===== config.mk =====
export PLATFORM = sky130hd
export DESIGN_NAME = dma4_engine
export DESIGN_NICKNAME = d
export VERILOG_FILES = /design/src/rtl/dma4_pkg.sv /design/src/rtl/dma4_chan.sv /design/src/rtl/dma4_rr_arb.sv /design/src/rtl/dma4_mover.sv /design/src/rtl/dma4_engine.sv
export SDC_FILE = /design/constraint.sdc
export NUM_CORES = 2
export LEC_CHECK = 0
export BUFFER_PORTS_ARGS = -buffer_cell sky130_fd_sc_hd__buf_2
export CAP_MARGIN = 10
export CORE_MARGIN = 3
export CORE_UTILIZATION = 55
export CTS_CLUSTER_DIAMETER = 80
export DETAILED_ROUTE_END_ITERATION = 6
export HOLD_SLACK_MARGIN = 0.08
export PLACE_DENSITY = 0.68
export SYNTH_ARGS = -nofsm -noshare
export SYNTH_HDL_FRONTEND = slang
export SYNTH_SLANG_ARGS = --single-unit

===== constraint.sdc =====
create_clock -name clk -period 3.9 [get_ports clk]
set_input_delay 0.78 -clock clk [delete_from_list [all_inputs] [get_ports clk]]
set_output_delay 0.78 -clock clk [all_outputs]
set_load 0.01 [all_outputs]

===== src/rtl/dma4_pkg.sv =====
package dma4_pkg;
    localparam int REG_W = 32;

    localparam logic [1:0] SEL_SRC  = 2'd0;
    localparam logic [1:0] SEL_DST  = 2'd1;
    localparam logic [1:0] SEL_CTRL = 2'd2;
    localparam logic [1:0] SEL_ONOFF = 2'd3;

    localparam int ADR_FIX_BIT  = 29;
    localparam int CTL_SIZE_LO  = 20;
    localparam int CTL_NORELOAD = 22;
    localparam int CTL_HWTRIG   = 23;
    localparam int CTL_HWSRC_LO = 24;
    localparam int CTL_IRQ_EN   = 28;
    localparam int ONOFF_BIT    = 1;

    localparam logic [1:0] HWSRC_AUDIO = 2'd0;
    localparam logic [1:0] HWSRC_TIMER = 2'd3;

    typedef enum logic [1:0] {MV_IDLE, MV_READ, MV_WRITE} mv_state_e;

    // Size code 3 behaves as a word transfer.
    function automatic logic [1:0] size_clamp(input logic [1:0] code);
        return (code == 2'd3) ? 2'd2 : code;
    endfunction

    function automatic logic [2:0] unit_bytes(input logic [1:0] code);
        return 3'd1 << size_clamp(code);
    endfunction
endpackage


===== src/rtl/dma4_chan.sv =====
module dma4_chan
    import dma4_pkg::*;
#(
    parameter int ADDR_W        = 29,
    parameter int CNT_W         = 20,
    parameter int CH_ID         = 0,
    parameter int AUDIO_CH      = 2,
    parameter int TIMER_SKIP_CH = 1
) (
    input  logic              clk,
    input  logic              rst_n,
    input  logic              wr_en,
    input  logic [1:0]        wr_sel,
    input  logic [REG_W-1:0]  wr_data,
    input  logic              audio_req,
    input  logic              timer_req,
    input  logic              unit_done,
    output logic              xfer_req,
    output logic [ADDR_W-1:0] cur_src,
    output logic [ADDR_W-1:0] cur_dst,
    output logic [1:0]        size_code,
    output logic              irq
);
    localparam bit AUDIO_OK = (CH_ID == AUDIO_CH);
    localparam bit TIMER_OK = (CH_ID != TIMER_SKIP_CH);

    typedef struct packed {
        logic [REG_W-1:0]  src_reg;
        logic [REG_W-1:0]  dst_reg;
        logic [REG_W-1:0]  ctrl_reg;
        logic              on;
        logic              pend;
        logic [CNT_W-1:0]  cnt;
        logic [ADDR_W-1:0] csrc;
        logic [ADDR_W-1:0] cdst;
        logic              irq;
    } chan_s;

    chan_s s_q, s_d;
    logic [ADDR_W-1:0] step;
    logic [1:0]        hw_src;
    logic              hw_hit;
    logic              terminal;

    always_comb begin
        s_d      = s_q;
        s_d.irq  = 1'b0;
        terminal = 1'b0;
        step     = ADDR_W'(unit_bytes(s_q.ctrl_reg[CTL_SIZE_LO +: 2]));
        hw_src   = s_q.ctrl_reg[CTL_HWSRC_LO +: 2];
        hw_hit   = s_q.ctrl_reg[CTL_HWTRIG] &&
                   ((AUDIO_OK && audio_req && hw_src == HWSRC_AUDIO) ||
                    (TIMER_OK && timer_req && hw_src == HWSRC_TIMER));

        if (s_q.on && !s_q.pend && hw_hit) begin
            s_d.pend = 1'b1;
        end

        if (s_q.on && s_q.pend) begin
            if (s_q.cnt == '0) begin
                terminal = 1'b1;
            end else if (unit_done) begin
                s_d.cnt = s_q.cnt - CNT_W'(1);
                if (!s_q.src_reg[ADR_FIX_BIT]) s_d.csrc = s_q.csrc + step;
                if (!s_q.dst_reg[ADR_FIX_BIT]) s_d.cdst = s_q.cdst + step;
                if (s_q.cnt == CNT_W'(1)) terminal = 1'b1;
            end
        end

        if (terminal) begin
            s_d.pend = 1'b0;
            s_d.irq  = s_q.ctrl_reg[CTL_IRQ_EN];
            if (!s_q.ctrl_reg[CTL_NORELOAD]) begin
                s_d.cnt  = s_q.ctrl_reg[CNT_W-1:0];
                s_d.csrc = s_q.src_reg[ADDR_W-1:0];
                s_d.cdst = s_q.dst_reg[ADDR_W-1:0];
            end else begin
                s_d.on = 1'b0;
            end
        end

        if (wr_en) begin
            case (wr_sel)
                SEL_SRC:  s_d.src_reg  = wr_data;
                SEL_DST:  s_d.dst_reg  = wr_data;
                SEL_CTRL: s_d.ctrl_reg = wr_data;
                default: begin
                    if (wr_data[ONOFF_BIT] != s_q.on) begin
                        s_d.on = wr_data[ONOFF_BIT];
                        if (wr_data[ONOFF_BIT]) begin
                            s_d.cnt  = s_q.ctrl_reg[CNT_W-1:0];
                            s_d.csrc = s_q.src_reg[ADDR_W-1:0];
                            s_d.cdst = s_q.dst_reg[ADDR_W-1:0];
                            s_d.pend = !s_q.ctrl_reg[CTL_HWTRIG];
                        end else begin
                            s_d.pend = 1'b0;
                        end
                    end
                end
            endcase
        end
    end

    always_ff @(posedge clk) begin
        if (!rst_n) s_q <= '0;
        else        s_q <= s_d;
    end

    assign xfer_req  = s_q.on && s_q.pend && (s_q.cnt != '0);
    assign cur_src   = s_q.csrc;
    assign cur_dst   = s_q.cdst;
    assign size_code = size_clamp(s_q.ctrl_reg[CTL_SIZE_LO +: 2]);
    assign irq       = s_q.irq;

    // the completion pulse lasts one cycle
    a_r10_irq_single: assert property (@(posedge clk) disable iff (!rst_n)
        irq |=> !irq);

    // a channel only switches itself off when reload is disabled
    a_r9_self_off: assert property (@(posedge clk) disable iff (!rst_n)
        ($fell(s_q.on) && !$past(wr_en)) |-> $past(s_q.ctrl_reg[CTL_NORELOAD]));

    // an armed channel with an empty count finishes on the next edge
    a_r11_zero_count: assert property (@(posedge clk) disable iff (!rst_n)
        (s_q.on && s_q.pend && s_q.cnt == '0) |=> !s_q.pend);
endmodule


===== src/rtl/dma4_rr_arb.sv =====
module dma4_rr_arb #(
    parameter int N     = 4,
    parameter int IDX_W = (N > 1) ? $clog2(N) : 1
) (
    input  logic             clk,
    input  logic             rst_n,
    input  logic [N-1:0]     req,
    input  logic             take,
    output logic             grant_vld,
    output logic [IDX_W-1:0] grant_idx
);
    logic [IDX_W-1:0] last_q, last_d;

    always_comb begin
        grant_vld = 1'b0;
        grant_idx = '0;
        for (int k = 1; k <= N; k++) begin
            if (!grant_vld && req[(int'(last_q) + k) % N]) begin
                grant_vld = 1'b1;
                grant_idx = IDX_W'((int'(last_q) + k) % N);
            end
        end
        last_d = (take && grant_vld) ? grant_idx : last_q;
    end

    always_ff @(posedge clk) begin
        if (!rst_n) last_q <= IDX_W'(N - 1);
        else        last_q <= last_d;
    end
endmodule


===== src/rtl/dma4_mover.sv =====
module dma4_mover
    import dma4_pkg::*;
#(
    parameter int N      = 4,
    parameter int IDX_W  = 2,
    parameter int ADDR_W = 29,
    parameter int DATA_W = 32
) (
    input  logic              clk,
    input  logic              rst_n,
    input  logic              grant_vld,
    input  logic [IDX_W-1:0]  grant_idx,
    input  logic [ADDR_W-1:0] sel_src,
    input  logic [ADDR_W-1:0] sel_dst,
    input  logic [1:0]        sel_size,
    output logic              take,
    output logic              done,
    output logic [IDX_W-1:0]  done_idx,
    output logic              mem_req,
    output logic              mem_we,
    output logic [ADDR_W-1:0] mem_addr,
    output logic [1:0]        mem_size,
    output logic [DATA_W-1:0] mem_wdata,
    input  logic [DATA_W-1:0] mem_rdata,
    input  logic              mem_ack
);
    typedef struct packed {
        mv_state_e         st;
        logic [IDX_W-1:0]  idx;
        logic [ADDR_W-1:0] src;
        logic [ADDR_W-1:0] dst;
        logic [1:0]        size;
        logic [DATA_W-1:0] data;
    } mv_s;

    mv_s s_q, s_d;

    always_comb begin
        s_d  = s_q;
        take = 1'b0;
        done = 1'b0;
        case (s_q.st)
            MV_IDLE: begin
                if (grant_vld) begin
                    take     = 1'b1;
                    s_d.idx  = grant_idx;
                    s_d.src  = sel_src;
                    s_d.dst  = sel_dst;
                    s_d.size = sel_size;
                    s_d.st   = MV_READ;
                end
            end
            MV_READ: begin
                if (mem_ack) begin
                    s_d.data = mem_rdata;
                    s_d.st   = MV_WRITE;
                end
            end
            default: begin
                if (mem_ack) begin
                    done   = 1'b1;
                    s_d.st = MV_IDLE;
                end
            end
        endcase
    end

    always_ff @(posedge clk) begin
        if (!rst_n) s_q <= '0;
        else        s_q <= s_d;
    end

    assign mem_req   = (s_q.st != MV_IDLE);
    assign mem_we    = (s_q.st == MV_WRITE);
    assign mem_addr  = mem_we ? s_q.dst : s_q.src;
    assign mem_size  = s_q.size;
    assign mem_wdata = s_q.data;
    assign done_idx  = s_q.idx;

    // a beat holds its request until acknowledged
    a_r4_hold: assert property (@(posedge clk) disable iff (!rst_n)
        (mem_req && !mem_ack) |=> (mem_req && $stable(mem_addr) && $stable(mem_we)));

    // an acknowledged read is followed by the write of the same unit
    a_r4_read_then_write: assert property (@(posedge clk) disable iff (!rst_n)
        (mem_req && !mem_we && mem_ack) |=> (mem_req && mem_we));

    // the bus is released after the write of a unit
    a_r4_release: assert property (@(posedge clk) disable iff (!rst_n)
        (mem_req && mem_we && mem_ack) |=> !mem_req);
endmodule


===== src/rtl/dma4_engine.sv =====
module dma4_engine
    import dma4_pkg::*;
#(
    parameter int NUM_CH        = 4,
    parameter int ADDR_W        = 29,
    parameter int CNT_W         = 20,
    parameter int DATA_W        = 32,
    parameter int AUDIO_CH      = 2,
    parameter int TIMER_SKIP_CH = 1,
    localparam int CH_W         = (NUM_CH > 1) ? $clog2(NUM_CH) : 1
) (
    input  logic              clk,
    input  logic              rst_n,
    input  logic              cfg_we,
    input  logic [CH_W-1:0]   cfg_ch,
    input  logic [1:0]        cfg_sel,
    input  logic [REG_W-1:0]  cfg_wdata,
    input  logic              audio_req,
    input  logic              timer_req,
    output logic              mem_req,
    output logic              mem_we,
    output logic [ADDR_W-1:0] mem_addr,
    output logic [1:0]        mem_size,
    output logic [DATA_W-1:0] mem_wdata,
    input  logic [DATA_W-1:0] mem_rdata,
    input  logic              mem_ack,
    output logic [NUM_CH-1:0] irq
);
    logic [NUM_CH-1:0] ch_req;
    logic [ADDR_W-1:0] ch_src  [NUM_CH];
    logic [ADDR_W-1:0] ch_dst  [NUM_CH];
    logic [1:0]        ch_size [NUM_CH];
    logic              grant_vld, take, done;
    logic [CH_W-1:0]   grant_idx, done_idx;

    for (genvar c = 0; c < NUM_CH; c++) begin : g_ch
        dma4_chan #(
            .ADDR_W(ADDR_W), .CNT_W(CNT_W), .CH_ID(c),
            .AUDIO_CH(AUDIO_CH), .TIMER_SKIP_CH(TIMER_SKIP_CH)
        ) u_chan (
            .clk       (clk),
            .rst_n     (rst_n),
            .wr_en     (cfg_we && (cfg_ch == CH_W'(c))),
            .wr_sel    (cfg_sel),
            .wr_data   (cfg_wdata),
            .audio_req (audio_req),
            .timer_req (timer_req),
            .unit_done (done && (done_idx == CH_W'(c))),
            .xfer_req  (ch_req[c]),
            .cur_src   (ch_src[c]),
            .cur_dst   (ch_dst[c]),
            .size_code (ch_size[c]),
            .irq       (irq[c])
        );
    end

    dma4_rr_arb #(.N(NUM_CH), .IDX_W(CH_W)) u_arb (
        .clk       (clk),
        .rst_n     (rst_n),
        .req       (ch_req),
        .take      (take),
        .grant_vld (grant_vld),
        .grant_idx (grant_idx)
    );

    dma4_mover #(.N(NUM_CH), .IDX_W(CH_W), .ADDR_W(ADDR_W), .DATA_W(DATA_W)) u_mover (
        .clk       (clk),
        .rst_n     (rst_n),
        .grant_vld (grant_vld),
        .grant_idx (grant_idx),
        .sel_src   (ch_src[grant_idx]),
        .sel_dst   (ch_dst[grant_idx]),
        .sel_size  (ch_size[grant_idx]),
        .take      (take),
        .done      (done),
        .done_idx  (done_idx),
        .mem_req   (mem_req),
        .mem_we    (mem_we),
        .mem_addr  (mem_addr),
        .mem_size  (mem_size),
        .mem_wdata (mem_wdata),
        .mem_rdata (mem_rdata),
        .mem_ack   (mem_ack)
    );
endmodule


==> metrics.txt <==
# TYPE chip_impl_metric gauge
chip_impl_info{name="status",value="finished clean"} 1
chip_impl_metric{name="post-route-util",unit=""} 0.616
chip_impl_info{name="route.top_layer_used",value="met5"} 1
chip_impl_metric{name="share_comb_of_total_power",unit=""} 0.043
chip_impl_metric{name="clock_latency",unit="ns"} 0.63
chip_impl_info{name="synthMostInstantiatedCell",value="sky130_fd_sc_hd__nand2_1"} 1
chip_impl_metric{name="critical_path.n_buffers_inverters",unit=""} 2
chip_impl_info{name="timing.critical_path.cells",value="nand2b_1 -> buf_4 -> mux2_2 -> buf_2"} 1
chip_impl_info{name="cp-end-kind",value="output port"} 1
chip_impl_metric{name="dr_total_vias",unit=""} 32150
chip_impl_metric{name="cts_post_setup_buffers_inserted",unit=""} 0
chip_impl_metric{name="netlist.area_leader.share",unit=""} 0.427
chip_impl_metric{name="timing.reg2reg.worst_path_depth",unit=""} 10
chip_impl_info{name="worst_path_max_delay_cell",value="sky130_fd_sc_hd__nand2b_1"} 1
chip_impl_metric{name="flow.area_growth_from_synthesis",unit="%"} 10.4
chip_impl_info{name="min_from",value="mem_rdata[25]"} 1
chip_impl_metric{name="relative_slew_slack",unit=""} 0.193
chip_impl_metric{name="worst_pin_slew",unit="ns"} 1.21
chip_impl_metric{name="remaining_drc_errors",unit=""} 0
chip_impl_info{name="crit-reg2reg-launch",value="g_ch[1].u_chan.s_q[68]$_SDFF_PN0_"} 1
chip_impl_info{name="synth_flop_cell",value="sky130_fd_sc_hd__dfxtp_1"} 1
chip_impl_metric{name="instances_no_fill",unit=""} 5383
chip_impl_info{name="whs_endpoint",value="u_mover.mem_wdata[25]$_SDFFE_PN0P_"} 1
chip_impl_info{name="cp-start-kind",value="register"} 1
chip_impl_metric{name="drv.max_cap_violation_count",unit=""} 0
chip_impl_metric{name="route.final.wire_length",unit="mm"} 114
chip_impl_metric{name="crit_cells",unit=""} 4
chip_impl_info{name="worst_path_dominant_cell_family",value="simple AND/OR/NAND/NOR gates"} 1
chip_impl_metric{name="grt_antenna_before_repair",unit=""} 9
chip_impl_metric{name="number_of_buffers_inserted_during_clock_tree_synthesis",unit=""} 82
chip_impl_info{name="regToRegEndpoint",value="u_mover.s_q[49]$_SDFFE_PN0P_"} 1
chip_impl_info{name="ctsRootBufferMaster",value="sky130_fd_sc_hd__clkbuf_16"} 1
chip_impl_metric{name="post_synth_instance_area",unit="sq um"} 36000
chip_impl_metric{name="synth.yosys.seq_area_share",unit=""} 0.427
chip_impl_metric{name="p_clk_frac",unit=""} 0.471
chip_impl_metric{name="timing.final.setup_violations",unit=""} 0
chip_impl_info{name="critical_path_class",value="reg -> out"} 1
chip_impl_metric{name="placement_rows",unit=""} 93
chip_impl_metric{name="min_path_cells",unit=""} 3
chip_impl_metric{name="cp.required",unit="ns"} 3.12
chip_impl_metric{name="power_leakage",unit="nW"} 14.1
chip_impl_metric{name="drt_iter0_drc",unit=""} 3046
chip_impl_info{name="grt_setup_unrepaired",value="no"} 1
chip_impl_metric{name="gpl.final_weighted_congestion",unit=""} 0.913
chip_impl_metric{name="netSwitchingPower",unit="mW"} 3.81
chip_impl_metric{name="via_per_inst",unit=""} 5.97
chip_impl_metric{name="power_switching_share",unit=""} 0.232
chip_impl_metric{name="design.die.area",unit="sq um"} 68600
chip_impl_info{name="post_synth_top_cells",value="sky130_fd_sc_hd__nand2_1, sky130_fd_sc_hd__dfxtp_1, sky130_fd_sc_hd__a21oi_1"} 1
chip_impl_info{name="post-synth-top-area-cell",value="sky130_fd_sc_hd__dfxtp_1"} 1
chip_impl_metric{name="clk_transition_reported_paths",unit="ns"} 0.06
chip_impl_metric{name="grt_start_max_net_pins",unit=""} 214
chip_impl_metric{name="report.power.total",unit="mW"} 16.4
chip_impl_metric{name="synthesized_netlist_net_count",unit=""} 4645
chip_impl_metric{name="placedCellCount",unit=""} 5236
chip_impl_metric{name="max_freq",unit="GHz"} 0.282
chip_impl_metric{name="yosysWarningCount",unit=""} 0
chip_impl_metric{name="post-route-min-period",unit="ns"} 3.55
chip_impl_info{name="post_synth_main_area_contributors",value="sky130_fd_sc_hd__dfxtp_1, sky130_fd_sc_hd__nand2_1, sky130_fd_sc_hd__a21oi_1, sky130_fd_sc_hd__xnor2_1, sky130_fd_sc_hd__a211oi_1"} 1
chip_impl_metric{name="routed_wire_length_per_instance",unit="microns"} 21.2
chip_impl_metric{name="slew_violations",unit=""} 0
chip_impl_metric{name="top_level_ports",unit=""} 143
chip_impl_metric{name="dp_hpwl",unit="mm"} 72.5
chip_impl_metric{name="cts.htree.levels",unit=""} 3
chip_impl_metric{name="critPathMaxFanout",unit=""} 16
chip_impl_metric{name="ys_async_sr_fraction",unit=""} 0
chip_impl_metric{name="final_antenna_net_count",unit=""} 0
chip_impl_info{name="cts_tree",value="done"} 1
chip_impl_metric{name="floorplan.core_area",unit="sq um"} 64600
chip_impl_metric{name="drt_pass1_iterations",unit=""} 6
chip_impl_metric{name="post_route_cells_drive_above_1_share",unit=""} 0.0944
chip_impl_metric{name="fin_worst_skew",unit="ns"} 0.0161
chip_impl_metric{name="critPathMaxStageDelay",unit="ns"} 0.64
chip_impl_metric{name="initial_core_util",unit=""} 0.558
chip_impl_metric{name="cts_sinks",unit=""} 768
chip_impl_metric{name="post_cts_resize_count",unit=""} 0
chip_impl_metric{name="grtUsageTotal",unit=""} 0.327
chip_impl_metric{name="design.final.nets",unit=""} 4575
chip_impl_metric{name="post_synthesis_sequential_element_count",unit=""} 768
chip_impl_metric{name="holdBufCountCts",unit=""} 0
chip_impl_metric{name="synthesis.instances",unit=""} 4535
chip_impl_metric{name="synth_edf_count",unit=""} 0
chip_impl_metric{name="average_cell_area_after_synthesis",unit="sq um"} 7.94
chip_impl_metric{name="fp.dieH",unit="microns"} 262
chip_impl_metric{name="p_per_area",unit="nW/um^2"} 413
chip_impl_metric{name="met3_wirelength",unit="mm"} 8.83
chip_impl_metric{name="overflow",unit=""} 0
chip_impl_metric{name="via_count_of_the_first_global_routing_pass",unit=""} 29681
chip_impl_metric{name="detailroute.wirelength.met2",unit="mm"} 52.0
chip_impl_metric{name="dp_worst_setup_slack",unit="ns"} 0.265
chip_impl_metric{name="grt_pass1_wl",unit="mm"} 173
chip_impl_metric{name="die_width",unit="microns"} 262
chip_impl_metric{name="tns",unit="ns"} 0
chip_impl_metric{name="met1Wirelength",unit="mm"} 47.8
chip_impl_metric{name="timing.critical_path.arrival",unit="ns"} 2.77
chip_impl_metric{name="hold_viol_final",unit=""} 0
chip_impl_metric{name="ir_worst_vdd",unit="uV"} 312
chip_impl_metric{name="p_int",unit="mW"} 12.6
chip_impl_info{name="min_path_type",value="in -> reg"} 1
chip_impl_metric{name="synth_cell_type_count",unit=""} 75
chip_impl_metric{name="fin_ws",unit="ns"} 0.348
chip_impl_metric{name="post-route-period-util",unit=""} 0.911
chip_impl_metric{name="slack_of_the_worst_reg_to_reg_path",unit="ns"} 0.54
chip_impl_metric{name="seq_power_share",unit=""} 0.487
chip_impl_metric{name="clk_path_buf_depth",unit=""} 3
chip_impl_metric{name="quantity_of_i_o_buffers_inserted_on_ports",unit=""} 140
[cell families (layout without fill, tap and decap cells)]
kind of cell,count (synthesis),in the layout,share of synthesized area
multiplexers,94,94,0.0271
other,0,3,0
XOR/XNOR,283,283,0.0688
buffers and inverters,482,472,0.0573
AND/OR/NAND/NOR,1729,1729,0.209
AO/OA/AOI/OAI,1128,1128,0.192
flip-flops,768,768,0.427
adder cells (fa/ha/maj),51,51,0.0183
[sequential cells by signal (all words and copies together), names as in the netlist]
signal / cells
g_ch.u_chan.s_q: 428
g_ch.u_chan.cur_dst: 116
g_ch.u_chan.cur_src: 116
u_mover.s_q: 60
u_mover.mem_wdata: 32
g_ch.u_chan.hw_src: 6
g_ch.u_chan.irq: 4
u_arb.last_q: 2
u_mover.done_idx: 2
u_mover.mem_size: 2
[layout make-up]
type	instances	area [sq um]
diodes	3	7.51
clock buffers	123	2450
clock inverters	21	186
fillers	5859	24800
inverters	97	372
multi-input cells	3285	18700
flip-flops and latches	768	15400
well taps	855	1070
repair buffers	231	1590
[worst max path at each step]
stage	startpoint	end	slack, ns
final	u_mover.s_q[95]$_SDFFE_PN0P_	mem_addr[14]	0.35
after global routing	g_ch[1].u_chan.s_q[68]$_SDFF_PN0_	u_mover.s_q[49]$_SDFFE_PN0P_	0.24
after CTS	g_ch[0].u_chan.s_q[63]$_SDFF_PN0_	u_mover.s_q[89]$_SDFFE_PN0P_	0.23
after detailed placement	g_ch[0].u_chan.s_q[63]$_SDFF_PN0_	u_mover.s_q[89]$_SDFFE_PN0P_	0.26
after global placement	g_ch[0].u_chan.s_q[63]$_SDFF_PN0_	u_mover.s_q[50]$_SDFFE_PN0P_	0.31
after floorplan	mem_ack	g_ch[2].u_chan.cur_src[28]$_SDFF_PN0_	0.93
[cells in the final DEF, fill, tap and decap left out, types with 9 or more instances in the layout]
cell type	count
sky130_fd_sc_hd__a32o_1	60
sky130_fd_sc_hd__and4_1	17
sky130_fd_sc_hd__or3_1	16
sky130_fd_sc_hd__nand2_1	987
sky130_fd_sc_hd__o21ai_0	127
sky130_fd_sc_hd__or4_1	19
sky130_fd_sc_hd__and3_1	30
sky130_fd_sc_hd__buf_4	76
sky130_fd_sc_hd__buf_12	16
sky130_fd_sc_hd__nand4b_1	12
sky130_fd_sc_hd__nor4_1	57
sky130_fd_sc_hd__nand4_1	53
sky130_fd_sc_hd__and2_1	15
sky130_fd_sc_hd__a21o_1	10
sky130_fd_sc_hd__o221ai_1	62
sky130_fd_sc_hd__xor2_1	98
sky130_fd_sc_hd__nor2_1	305
sky130_fd_sc_hd__mux2_2	29
sky130_fd_sc_hd__inv_1	96
sky130_fd_sc_hd__a211oi_1	168
sky130_fd_sc_hd__a31oi_1	9
sky130_fd_sc_hd__nand3_1	86
sky130_fd_sc_hd__clkbuf_1	22
sky130_fd_sc_hd__buf_2	139
sky130_fd_sc_hd__clkbuf_8	14
sky130_fd_sc_hd__clkbuf_16	87
sky130_fd_sc_hd__mux2i_1	65
sky130_fd_sc_hd__nor3_1	69
sky130_fd_sc_hd__a311oi_1	25
sky130_fd_sc_hd__a21oi_1	624
sky130_fd_sc_hd__ha_1	28
sky130_fd_sc_hd__clkinv_2	16
sky130_fd_sc_hd__xnor2_1	185
sky130_fd_sc_hd__maj3_1	15
sky130_fd_sc_hd__dfxtp_1	768
[power by group through the flow]
stage / logic, mW / registers (mW) / clock network, mW
final: 0.701 / 8.00 / 7.74
after floorplan: 0.396 / 8.15 / 0
after CTS: 0.689 / 8.00 / 7.83
after global routing: 0.743 / 8.00 / 8.14
after detailed placement: 0.686 / 8.17 / 0
after global placement: 0.681 / 8.17 / 0
[tightest hold or removal path, stage by stage]
cell,delay (ns)
sky130_fd_sc_hd__buf_2,0.09
sky130_fd_sc_hd__nand2_1,0.04
sky130_fd_sc_hd__a21oi_1,0.05
[per-layer routing]
metal | global-route usage | vias up
met2 | 0.531 | 1110
met5 | 0 | -
met3 | 0.0497 | 260
li1 | - | 15544
met4 | 0.148 | 4
met1 | 0.432 | 15232
[per-stage QoR]
step / instance area, sq um / hold slack [ns]
after global placement: 37100 / 0.424
after detailed placement: 37100 / 0.425
after global routing: 39800 / 0.385
after floorplan: 36000 / 0.410
final: 39800 / 0.395
after CTS: 39700 / 0.370
(Power assumes the default switching activity.)
